$ cat config.mk
export PLATFORM = sky130hd
export DESIGN_NAME = supv_reset_gen
export DESIGN_NICKNAME = d
export VERILOG_FILES = /design/src/rtl/supv_pkg.sv /design/src/rtl/supv_sync.sv /design/src/rtl/supv_mr_qual.sv /design/src/rtl/supv_hold_timer.sv /design/src/rtl/supv_reset_gen.sv
export SDC_FILE = /design/constraint.sdc
export NUM_CORES = 1
export LEC_CHECK = 0
export BUFFER_PORTS_ARGS = -buffer_cell sky130_fd_sc_hd__buf_2
export CORE_AREA = 2 2 66 68
export DETAILED_ROUTE_END_ITERATION = 10
export DIE_AREA = 0 0 68 70
export GPL_ROUTABILITY_DRIVEN = 0
export PLACE_DENSITY = 0.62
export SLEW_MARGIN = 40
export SYNTH_ARGS = -nofsm -noshare
export SYNTH_HDL_FRONTEND = slang
export SYNTH_SLANG_ARGS = --single-unit
$ cat constraint.sdc
create_clock -name clk -period 2.1 [get_ports clk]
set_input_delay 0.63 -clock clk [delete_from_list [all_inputs] [get_ports clk]]
set_output_delay 0.63 -clock clk [all_outputs]
set_load 0.005 [all_outputs]
$ cat src/rtl/supv_pkg.sv
package supv_pkg;
  // Synchronised view of the two fault inputs
  typedef struct packed {
    logic supply_ok;
    logic mr_n;
  } supv_in_t;

  localparam int unsigned SYNC_STAGES = 2;
endpackage

$ cat src/rtl/supv_sync.sv
module supv_sync
  import supv_pkg::*;
(
  input  logic     clk,
  input  logic     rst_n,
  input  supv_in_t raw_i,
  output supv_in_t sync_o
);
  localparam int unsigned W = $bits(supv_in_t);
  // reset value: supply bad, manual input idle
  localparam supv_in_t RST_VAL = '{supply_ok: 1'b0, mr_n: 1'b1};

  logic [W-1:0] stage_q [SYNC_STAGES];

  genvar s;
  generate
    for (s = 0; s < SYNC_STAGES; s++) begin : g_stage
      logic [W-1:0] d;
      if (s == 0) begin : g_first
        assign d = raw_i;
      end else begin : g_next
        assign d = stage_q[s-1];
      end
      always_ff @(posedge clk or negedge rst_n) begin
        if (!rst_n) stage_q[s] <= RST_VAL;
        else        stage_q[s] <= d;
      end
    end
  endgenerate

  assign sync_o = stage_q[SYNC_STAGES-1];
endmodule

$ cat src/rtl/supv_mr_qual.sv
module supv_mr_qual #(
  parameter int unsigned QUAL_CYC = 19
) (
  input  logic clk,
  input  logic rst_n,
  input  logic mr_n_s,
  output logic mr_active
);
  localparam int unsigned QW = $clog2(QUAL_CYC + 1);
  localparam logic [QW-1:0] QMAX = QW'(QUAL_CYC);

  logic [QW-1:0] cnt_q, cnt_d;
  logic          cnt_en;

  // count consecutive low samples, saturating at the threshold
  always_comb begin
    cnt_en = mr_n_s || (cnt_q != QMAX);
    if (mr_n_s) cnt_d = '0;
    else        cnt_d = cnt_q + 1'b1;
  end

  always_ff @(posedge clk or negedge rst_n) begin
    if (!rst_n)      cnt_q <= '0;
    else if (cnt_en) cnt_q <= cnt_d;
  end

  assign mr_active = (cnt_q == QMAX);

  a_r5_no_overrun: assert property (@(posedge clk) disable iff (!rst_n)
    cnt_q <= QMAX);
  a_r5_needs_low_input: assert property (@(posedge clk) disable iff (!rst_n)
    mr_active |-> !$past(mr_n_s));
  a_r7_release_clears: assert property (@(posedge clk) disable iff (!rst_n)
    mr_n_s |=> cnt_q == '0);
endmodule

$ cat src/rtl/supv_hold_timer.sv
module supv_hold_timer #(
  parameter int unsigned HOLD_CYC = 25_000_000
) (
  input  logic clk,
  input  logic rst_n,
  input  logic fault,
  output logic release_q
);
  localparam int unsigned HW = $clog2(HOLD_CYC + 1);
  localparam logic [HW-1:0] HMAX  = HW'(HOLD_CYC);
  localparam logic [HW-1:0] HLAST = HW'(HOLD_CYC - 1);

  logic [HW-1:0] hcnt_q, hcnt_d;
  logic          hcnt_en;
  logic          rel_d;

  always_comb begin
    hcnt_en = fault || (hcnt_q != HMAX);
    hcnt_d  = fault ? '0 : hcnt_q + 1'b1;
    rel_d   = !fault && (hcnt_q >= HLAST);
  end

  always_ff @(posedge clk or negedge rst_n) begin
    if (!rst_n) begin
      hcnt_q    <= '0;
      release_q <= 1'b0;
    end else begin
      if (hcnt_en) hcnt_q <= hcnt_d;
      release_q <= rel_d;
    end
  end

  a_r2_fault_holds: assert property (@(posedge clk) disable iff (!rst_n)
    fault |=> !release_q);
  a_r4_counter_cleared: assert property (@(posedge clk) disable iff (!rst_n)
    fault |=> hcnt_q == '0);
  a_r3_release_after_full_hold: assert property (@(posedge clk) disable iff (!rst_n)
    release_q |-> hcnt_q == HMAX);
  a_r3_no_overflow: assert property (@(posedge clk) disable iff (!rst_n)
    hcnt_q <= HMAX);
endmodule

$ cat src/rtl/supv_reset_gen.sv
module supv_reset_gen
  import supv_pkg::*;
#(
  parameter int unsigned HOLD_CYC    = 25_000_000,
  parameter int unsigned MR_QUAL_CYC = 19
) (
  input  logic clk,
  input  logic rst_n,
  input  logic supply_ok_i,
  input  logic mr_n_i,
  output logic reset_n_o,
  output logic reset_o
);
  supv_in_t raw, synced;
  logic     mr_active;
  logic     fault;
  logic     released;

  assign raw = '{supply_ok: supply_ok_i, mr_n: mr_n_i};

  supv_sync u_sync (
    .clk    (clk),
    .rst_n  (rst_n),
    .raw_i  (raw),
    .sync_o (synced)
  );

  supv_mr_qual #(.QUAL_CYC(MR_QUAL_CYC)) u_qual (
    .clk       (clk),
    .rst_n     (rst_n),
    .mr_n_s    (synced.mr_n),
    .mr_active (mr_active)
  );

  assign fault = !synced.supply_ok || mr_active;

  supv_hold_timer #(.HOLD_CYC(HOLD_CYC)) u_hold (
    .clk       (clk),
    .rst_n     (rst_n),
    .fault     (fault),
    .release_q (released)
  );

  assign reset_n_o = released;
  assign reset_o   = ~released;

  a_r2_supply_low_asserts: assert property (@(posedge clk) disable iff (!rst_n)
    !synced.supply_ok |=> !reset_n_o);
  a_r6_manual_asserts: assert property (@(posedge clk) disable iff (!rst_n)
    mr_active |=> reset_o);
  a_r8_complement: assert property (@(posedge clk) reset_o != reset_n_o);
endmodule

==> run metrics, run 1 <==
pre-CTS WS 29.7 ps; clock buffer depth 2; IO Port Bufs 5; Worst Setup SP u_hold.hcnt_q[5]; Net Switching 0.302 mW; largest net degree at the start of global routing 36; path depth of the worst reg2reg path 5; part of the power in the clock network approximately two fifths; Tightest Pin Transition between 400 and 500 ps; htree depth 2; routed via count approximately 1,500; Netlist Area Pre-Place approximately 0.0019 mm^2; later-pin clock latency in the skew report 290 ps; Final Hold Vio Count 0; clock-pin slew on the worst setup and hold paths approximately 80 ps; Critical R2R Capture u_hold.hcnt_q[23]; Pleak approximately 0.88 nW; most frequent cells in the layout dfrtp_1 (33), nor2_1 (24), buf_4 (17); diodes inserted 0; setup slack, reg-to-reg between 70 and 80 ps; worst setup margin roughly 80 ps; Worst setup SP type flip-flop; final setup TNS 0 ps; Sw Ratio between 20% and 30%; Yosys top cell by area dfrtp_1; Routed WL 4030 um; peak supply drop 334 uV; relative slew slack a little under three quarters; residual DRC count 0; die area about 0.0048 mm^2; Max stage delay cell, worst path or4_1; Layout Utilization about 52%; Comb power frac roughly 5.4%; vias in the first global route about 1,500; worst path required time between 2000 and 2500 ps; RSZ-0062 raised after global routing no; Seq cells post-synth 35; Hold Crit Class input port to asynchronous set/reset pin; Critical path buffers and inverters 1; Yosys top cell area share roughly 44%; Max Clock Skew roughly 7.1 ps; Cell Pwr Density between 500 and 600 mW/mm^2; Int Pwr 0.982 mW; Layout area overhead 14.4%; Worst Setup End Kind flip-flop; post-synthesis cell count between 150 and 200; DIE WIDTH 68 um; initial core utilization ~45%; outcome finished clean; syn_area_per_cell 9.84 um^2; # nets final 220; global-route wire length before repair 6900 um; Fillers 390; Reg2Reg Launch Point u_hold.hcnt_q[5]; Tmin final between 2000 and 2500 ps; CTS root buf clkbuf_8; all-layer global routing usage 19.3%; sequential area share after synthesis a little under half; Arr. time, crit path 2240 ps; hold buffers post-CTS 0; Iteration-0 DRC Markers between 100 and 150; Routed Antenna Nets 0; Inserted Clock Buffers 5; chip height 70 um; delay-heaviest family, CP simple AND/OR/NAND/NOR gates; Final setup viols 0; warnings from Yosys 0; TritonCTS clock tree yes; Seq pwr share between 50 and 60%; Max-cap violations 0; # IOs 6; most common cell after layout, fill and taps aside dfrtp_1; Max Fclk about 490 MHz; Mapped Nets between 150 and 200; WL/cell between 15 and 20 um; Netlist cell types 44; placed cell area approximately 0.002 mm^2; Core Rows 24; CP Cell Sequence nand4_4, buf_4, or3_1, or4_1, a21oi_1; synth top area cells dfrtp_1 (44%), nor2_1 (4.8%), xnor2_1 (4.7%), nand3_1 (3.2%), or4_1 (3.2%); final slew viol count 0; DP HPWL around 3000 um; period utilization between 90% and 100%; max incr delay on CP 550 ps; drt pass-1 iters 4; post-route cell area ~0.0022 mm^2; Worst Path Max Fanout 9; Core Box Area ~0.0041 mm^2; antenna violations before repair 0; layout cell share with drive strength beyond 1 around a fifth; vias per cell 5.66; Crit Path Class flip-flop to flip-flop; GR Overflow Total 0; final total power 1.28 mW; # clock sinks 35
flip-flops by register name, summed over array words and instances (netlist names):
| register | cells |
|---|---|
| u_qual.cnt_q | 5 |
| u_hold.hcnt_q | 25 |
| u_sync.g_stage.d | 2 |
| u_hold.release_q | 1 |
| u_sync.sync_o | 2 |
cell families (layout without fill, tap and decap cells):
logic type	Yosys count	after routing	share of synthesized area, %
and+or+nand+nor	89	89	28.2
DFF	35	35	46.7
AOI/OAI and AO/OA	26	26	8.32
buffers and inverters	18	41	4.99
xor gates and xnor gates	16	16	7.46
muxes	4	4	2.26
adders and majority gates	3	3	2.00
routing by layer:
metal / track usage, % / routed length [um] / vias to the layer above
met4: 9.33 / 71 / 0
li1: - / - / 729
met2: 28.5 / 1920 / 26
met5: 0 / 0 / -
met3: 4.35 / 131 / 7
met1: 26.6 / 1910 / 744
how the worst max path moves through the flow:
| stage | endpoint | slack [ps] | cells past startpoint |
|---|---|---|---|
| 6_report | u_hold.hcnt_q[23] | 80 | 5 |
| 5_1_grt | u_hold.hcnt_q[0] | 1 | 5 |
| 4_1_cts | u_hold.hcnt_q[20] | 9 | 5 |
| 3_5_place_dp | u_hold.hcnt_q[20] | 30 | 5 |
| 3_3_place_gp | u_hold.hcnt_q[20] | 70 | 5 |
| 2_1_floorplan | u_hold.hcnt_q[20] | 20 | 6 |
power by group through the flow:
| stage | logic (mW) | clock network [mW] | registers [mW] |
|---|---|---|---|
| 6_report | 0.0698 | 0.516 | 0.699 |
| 4_1_cts | 0.0703 | 0.531 | 0.699 |
| 5_1_grt | 0.0802 | 0.565 | 0.701 |
| 3_3_place_gp | 0.0665 | 0 | 0.711 |
| 2_1_floorplan | 0.0355 | 0 | 0.712 |
| 3_5_place_dp | 0.0699 | 0 | 0.712 |
metrics by stage:
| step | cells | hold WS (ps) |
|---|---|---|
| global route | 266 | 311 |
| finish | 266 | 281 |
| global placement | 258 | 334 |
| CTS | 266 | 359 |
| floorplan | 191 | 331 |
| detailed placement | 258 | 348 |
area by class of cell:
cell class / count / area, um^2 / area share (%)
clock inverter: 2 / 16.3 / 0.756
tap: 52 / 65.1 / 3.03
timing repair buffer: 21 / 148 / 6.86
multi-input combinational: 138 / 916 / 42.6
sequential: 35 / 878 / 40.8
clock buffer: 6 / 82.6 / 3.84
inverter: 12 / 45.0 / 2.09
timing repair:
action | CTS | global route
resized for setup | 0 | 2
endpoints found under the setup margin | 0 | 2
setup buffers | 0 | 0
Yosys cell counts:
| master | count |
|---|---|
| nand4_2 | 1 |
| ha_1 | 3 |
| nand2_1 | 8 |
| dfstp_2 | 2 |
| buf_2 | 1 |
| buf_6 | 2 |
| or3_1 | 6 |
| a31oi_1 | 1 |
| clkbuf_8 | 1 |
| o41ai_1 | 2 |
| o21ai_1 | 1 |
| nor4_2 | 1 |
| a2111oi_0 | 1 |
| inv_1 | 11 |
| mux2i_1 | 2 |
| and4_1 | 1 |
| a21oi_1 | 9 |
| nand4bb_1 | 1 |
| nand4_4 | 2 |
| nand4_1 | 6 |
| a211oi_1 | 2 |
| a211o_1 | 1 |
| mux2_1 | 1 |
| nor2_1 | 24 |
| nor3_1 | 5 |
| o31ai_1 | 2 |
| and4bb_2 | 1 |
| clkinv_1 | 1 |
| nand3b_1 | 1 |
| mux2_2 | 1 |
| or2_2 | 1 |
| xor2_1 | 6 |
| and2_1 | 1 |
| and4_2 | 1 |
| o21ai_0 | 7 |
| and3_1 | 2 |
| or4b_1 | 1 |
| dfrtp_1 | 33 |
| nand2b_1 | 2 |
| or4_1 | 8 |
| nor4_1 | 4 |
| nand3_1 | 12 |
| xnor2_1 | 10 |
| clkbuf_1 | 2 |
No activity file was read; power rests on OpenSTA's default activity.
==> inputs of run 2 (changes only) <==
- CORE_AREA: 2 2 66 68 -> 2 2 77 79
- DIE_AREA: 0 0 68 70 -> 0 0 79 81
- PLACE_DENSITY: 0.62 -> 0.47
==> run metrics, run 2 (synthesis results as in run 1) <==
placed cell area 0.00208 mm^2 (+2.1%); WL/cell 14.3 um (-5.4%); initial core utilization 33.1% (-12 points); global-route wire length before repair 7290 um (+5.6%); worst path required time 2270 ps (-50 ps); # nets final 222 (+0.91%); CTS root buf clkbuf_8; largest net degree at the start of global routing 36 (unchanged); Core Rows 28 (+17%); DP HPWL 3040 um (+1.7%); later-pin clock latency in the skew report 290 ps (about the same); Layout Utilization 39.4% (-12 points); htree depth 2 (unchanged); # IOs 6 (unchanged); Max Fclk 498 MHz (+0.62%); most common cell after layout, fill and taps aside dfrtp_1; outcome finished clean; max reg flops 25 (unchanged); residual DRC count 0 (unchanged); final total power 1.49 mW (+16%); post-route cell area 0.00224 mm^2 (+4.1%); Final Hold Vio Count 0 (unchanged); Largest regs u_hold.hcnt_q (25), u_qual.cnt_q (5); chip height 81 um (+16%); Max-cap violations 0 (unchanged); Crit Path Class flip-flop to flip-flop; period utilization 95.7% (-0.60 points); Tightest Pin Transition 452 ps (+34.8 ps); Iteration-0 DRC Markers 109 (+2.8%); IO Port Bufs 5 (unchanged); Max Clock Skew 5.99 ps (-1.14 ps); final slew viol count 0 (unchanged); Final setup viols 0 (unchanged); Hold Crit Class input port to asynchronous set/reset pin; relative slew slack 69.1% (-2.4 points); Layout area overhead 19.1%; Worst Path Max Fanout 5 (-4); Biggest register u_hold.hcnt_q; vias per cell 5.21 (-8.0%); layout cell share with drive strength beyond 1 20.4% (+1.2 points); die area 0.00640 mm^2 (+34%); clock-pin slew on the worst setup and hold paths 70 ps (about the same); drt pass-1 iters 4 (unchanged); Worst Setup End Kind flip-flop; routed via count 1,516 (+0.66%); Core Box Area 0.00568 mm^2 (+37%); Worst setup SP type flip-flop; Tmin final 2010 ps (-12.5 ps); Routed WL 4170 um (+3.5%); Cell Pwr Density 666 mW/mm^2 (+12%); vias in the first global route 1,495 (+0.27%); Arr. time, crit path 2180 ps (-60 ps); setup slack, reg-to-reg 90 ps (about the same); clock buffer depth 2 (unchanged); final setup TNS 0 ps (unchanged); postcts setup bufs 0 (unchanged); GR Overflow Total 0 (unchanged); RSZ-0062 raised after global routing no; Routed Antenna Nets 0 (unchanged); DIE WIDTH 79 um (+16%); TritonCTS clock tree yes; antenna violations before repair 0 (unchanged); path depth of the worst reg2reg path 4 (-1); Pleak 0.900 nW (+2.7%); most frequent cells in the layout dfrtp_1 (32), nor2_1 (24), buf_4 (18); diodes inserted 0 (unchanged); peak supply drop 263 uV (-21%); # clock sinks 35 (unchanged); all-layer global routing usage 14.6% (-4.7 points); Inserted Clock Buffers 5 (unchanged); Fillers 587 (+51%)
## run 2: cell count changes in the layout (fill, tap and decap cells not counted)
cell / change
bufinv_16: +2
clkbuf_1: +1
dfrtp_1: -1
nor4_4: +1
dfrtp_2: +1
ha_2: +1
nor4_2: -1
ha_1: -1
buf_4: +1
clkbuf_8: -1
buf_2: +1
clkinv_4: -1
clkinvlp_4: -1
## run 2: final timing paths
| check | from | to |
|---|---|---|
| setup / recovery | u_hold.hcnt_q[10] | u_hold.hcnt_q[1] |
| hold / removal | rst_n | u_qual.cnt_q[4] |
| setup reg to reg | u_hold.hcnt_q[10] | u_hold.hcnt_q[1] |
| hold reg to reg | u_sync.g_stage[1].d[0] | u_sync.sync_o[0] |
| max in group asynchronous | rst_n | u_hold.hcnt_q[5] |
| min in group clk | u_sync.g_stage[1].d[0] | u_sync.sync_o[0] |
## run 2: cell type report
| type | instances | area [um^2] | area share (%) |
|---|---|---|---|
| Clock buffer | 6 | 72.6 | 3.24 |
| Inverter | 12 | 45.0 | 2.01 |
| Sequential cell | 35 | 880 | 39.3 |
| Timing Repair Buffer | 23 | 160 | 7.15 |
| Multi-Input combinational cell | 138 | 927 | 41.4 |
| Tap cell | 75 | 93.8 | 4.19 |
| Clock inverter | 2 | 60.1 | 2.68 |
## run 2: timing repair
action,4_1_cts,5_1_grt
hold buffers,0,0
setup endpoints to repair,1,5
resized for setup,2,3
## run 2: critical path, stage by stage, from the launching register on
cell	delay [ps]
dfrtp_1	430
or4_1	640
or4_1	560
o21ai_0	180
a21oi_1	80
## run 2: metal layers
| layer | part of all wire (%) | routed length (um) | GRT usage (%) | vias up |
|---|---|---|---|---|
| met4 | 1.4 | 57 | 5.52 | 0 |
| li1 | - | - | - | 738 |
| met5 | 0 | 0 | 0 | - |
| met1 | 48 | 1990 | 20.8 | 746 |
| met2 | 47 | 1960 | 21.5 | 27 |
| met3 | 3.9 | 162 | 3.56 | 5 |
## run 2: metrics by stage
stage / instances / setup slack, ps / hold slack (ps)
2_1_floorplan: 191 / 17.4 / 331
3_3_place_gp: 283 / 55.8 / 339
3_5_place_dp: 283 / -39.9 / 343
4_1_cts: 291 / 46.4 / 358
5_1_grt: 291 / 9.23 / 363
6_report: 291 / 90.9 / 357
## run 2: where the power goes
group / internal (mW) / switching (mW) / total [mW]
clock network: 0.475 / 0.247 / 0.721
registers: 0.688 / 0.0108 / 0.699
logic: 0.0274 / 0.0438 / 0.0712
==> inputs of run 3 (changes only) <==
- SETUP_SLACK_MARGIN: default -> 0.1
==> run metrics, run 3 (synthesis results as in run 1) <==
outcome finished clean; WL met3 127 um (-22%); DIE WIDTH 79 um (unchanged); diodes inserted 0 (unchanged); Max-cap violations 0 (unchanged); Tmin final 1940 ps (-66.5 ps); drt pass-1 iters 4 (unchanged); Largest regs u_hold.hcnt_q (25), u_qual.cnt_q (5); vias per cell 5.26 (+0.89%); routed via count 1,519 (+0.20%); final setup TNS 0 ps (unchanged); Fillers 580 (-1.2%); initial core utilization 33.1% (unchanged); max reg flops 25 (unchanged); Max stage delay cell, worst path or4_4; # clock sinks 35 (unchanged); post-route cell area 0.00221 mm^2 (-1.5%); placed cell area 0.00209 mm^2 (+0.24%); most frequent cells in the layout dfrtp_1 (31), nor2_1 (24), buf_4 (15); Layout area overhead 17.4%; clock buffer depth 2 (unchanged); relative slew slack 68.5% (-0.56 points); Worst setup SP type flip-flop; all-layer global routing usage 14.1% (-0.51 points); TritonCTS clock tree yes; CP Cell Sequence nand4_4, or4_4, or4_1, a21oi_1; Cell Pwr Density 580 mW/mm^2 (-13%); Routed Antenna Nets 0 (unchanged); global-route wire length before repair 6940 um (-4.7%); Crit Path Class flip-flop to flip-flop; Biggest register u_hold.hcnt_q; residual DRC count 0 (unchanged); Worst Setup End Kind flip-flop; most common cell after layout, fill and taps aside dfrtp_1; worst path required time 2320 ps (+50 ps); largest net degree at the start of global routing 36 (unchanged); Critical path buffers and inverters 0 (unchanged); Critical Path Stages 4 (unchanged); WL/cell 14.1 um (-1.9%); Pleak 0.879 nW (-2.4%); Final Hold Vio Count 0 (unchanged); postcts setup bufs 0 (unchanged); Hold Crit Class input port to asynchronous set/reset pin; max incr delay on CP 600 ps (-40 ps); GR Overflow Total 0 (unchanged); wire length on met2 1910 um (-2.3%); M1 WL 1920 um (-3.5%); RSZ-0062 raised after global routing yes; Max Fclk 515 MHz (+3.4%); setup slack, reg-to-reg 160 ps (+70 ps); Worst Path Max Fanout 6 (+1); # IOs 6 (unchanged); clock-pin slew on the worst setup and hold paths 80 ps (about the same); # nets final 220 (-0.90%); Inserted Clock Buffers 5 (unchanged); Iteration-0 DRC Markers 121 (+11%); Tightest Pin Transition 468 ps (+15.8 ps); Arr. time, crit path 2160 ps (-20 ps); layout cell share with drive strength beyond 1 21.0% (+0.66 points); chip height 81 um (unchanged); Core Rows 28 (unchanged); htree depth 2 (unchanged); final slew viol count 0 (unchanged); DP HPWL 2920 um (-3.9%); Core Box Area 0.00568 mm^2 (unchanged); IO Port Bufs 5 (unchanged); period utilization 92.5% (-3.2 points); Routed WL 4060 um (-2.6%); Max Clock Skew 10.1 ps (+4.06 ps); path depth of the worst reg2reg path 4 (unchanged); Max Used Layer met4; later-pin clock latency in the skew report 290 ps (about the same); delay-heaviest family, CP simple AND/OR/NAND/NOR gates; die area 0.00640 mm^2 (unchanged); Final setup viols 0 (unchanged); CTS root buf clkbuf_8; vias in the first global route 1,452 (-2.9%); antenna violations before repair 0 (unchanged); peak supply drop 207 uV (-21%)
## run 3: cell count changes in the layout (fill, tap and decap cells not counted), sizes merged
cell	before	now
buf	23	21
bufinv	2	0
clkbuf	6	7
clkinv	1	2
## run 3: what timing repair did
action	CTS	global route
hold buffers	0	0
cloned	0	0
resized for setup	1	5
endpoints found under the setup margin	2	6
## run 3: final timing paths
check | startpoint | end
setup / recovery | u_hold.hcnt_q[5] | u_hold.hcnt_q[24]
hold / removal | rst_n | u_hold.hcnt_q[15]
setup reg to reg | u_hold.hcnt_q[5] | u_hold.hcnt_q[24]
hold reg to reg | u_sync.g_stage[1].d[1] | u_sync.sync_o[1]
max in group asynchronous | rst_n | u_sync.sync_o[0]
min in group clk | u_sync.g_stage[1].d[1] | u_sync.sync_o[1]
## run 3: cell type report
cell class / instances / area, um^2 / share of cell area, %
clock buffers: 7 / 86.3 / 3.91
clock inverters: 1 / 5.00 / 0.227
inverters: 12 / 45.0 / 2.04
multi-input cells: 138 / 937 / 42.5
flip-flops and latches: 35 / 881 / 39.9
well taps: 75 / 93.8 / 4.25
repair buffers: 21 / 158 / 7.15
## run 3: through the flow
| stage | power (mW) | utilization, % | setup slack (ps) | hold WS (ps) | instances |
|---|---|---|---|---|---|
| after global routing | 1.34 | 38.9 | 93.9 | 310 | 289 |
| final | 1.28 | 38.9 | 157 | 300 | 289 |
| after CTS | 1.30 | 38.5 | 125 | 301 | 289 |
| after detailed placement | 0.785 | 36.8 | 79.4 | 335 | 281 |
| after floorplan | 0.748 | - | 101 | 331 | 191 |
| after global placement | 0.782 | 36.8 | 90.0 | 336 | 281 |
## run 3: where the power goes
group          internal (mW)  switching [mW]  leakage [nW]
combinational         0.0285          0.0418         0.362
sequential             0.689          0.0132         0.469
clock                  0.265           0.242        0.0482
## run 3: layer usage
layer	global-route usage, %	up-vias
li1	-	733
met4	5.86	0
met2	22.0	36
met5	0	-
met3	3.44	15
met1	18.8	735
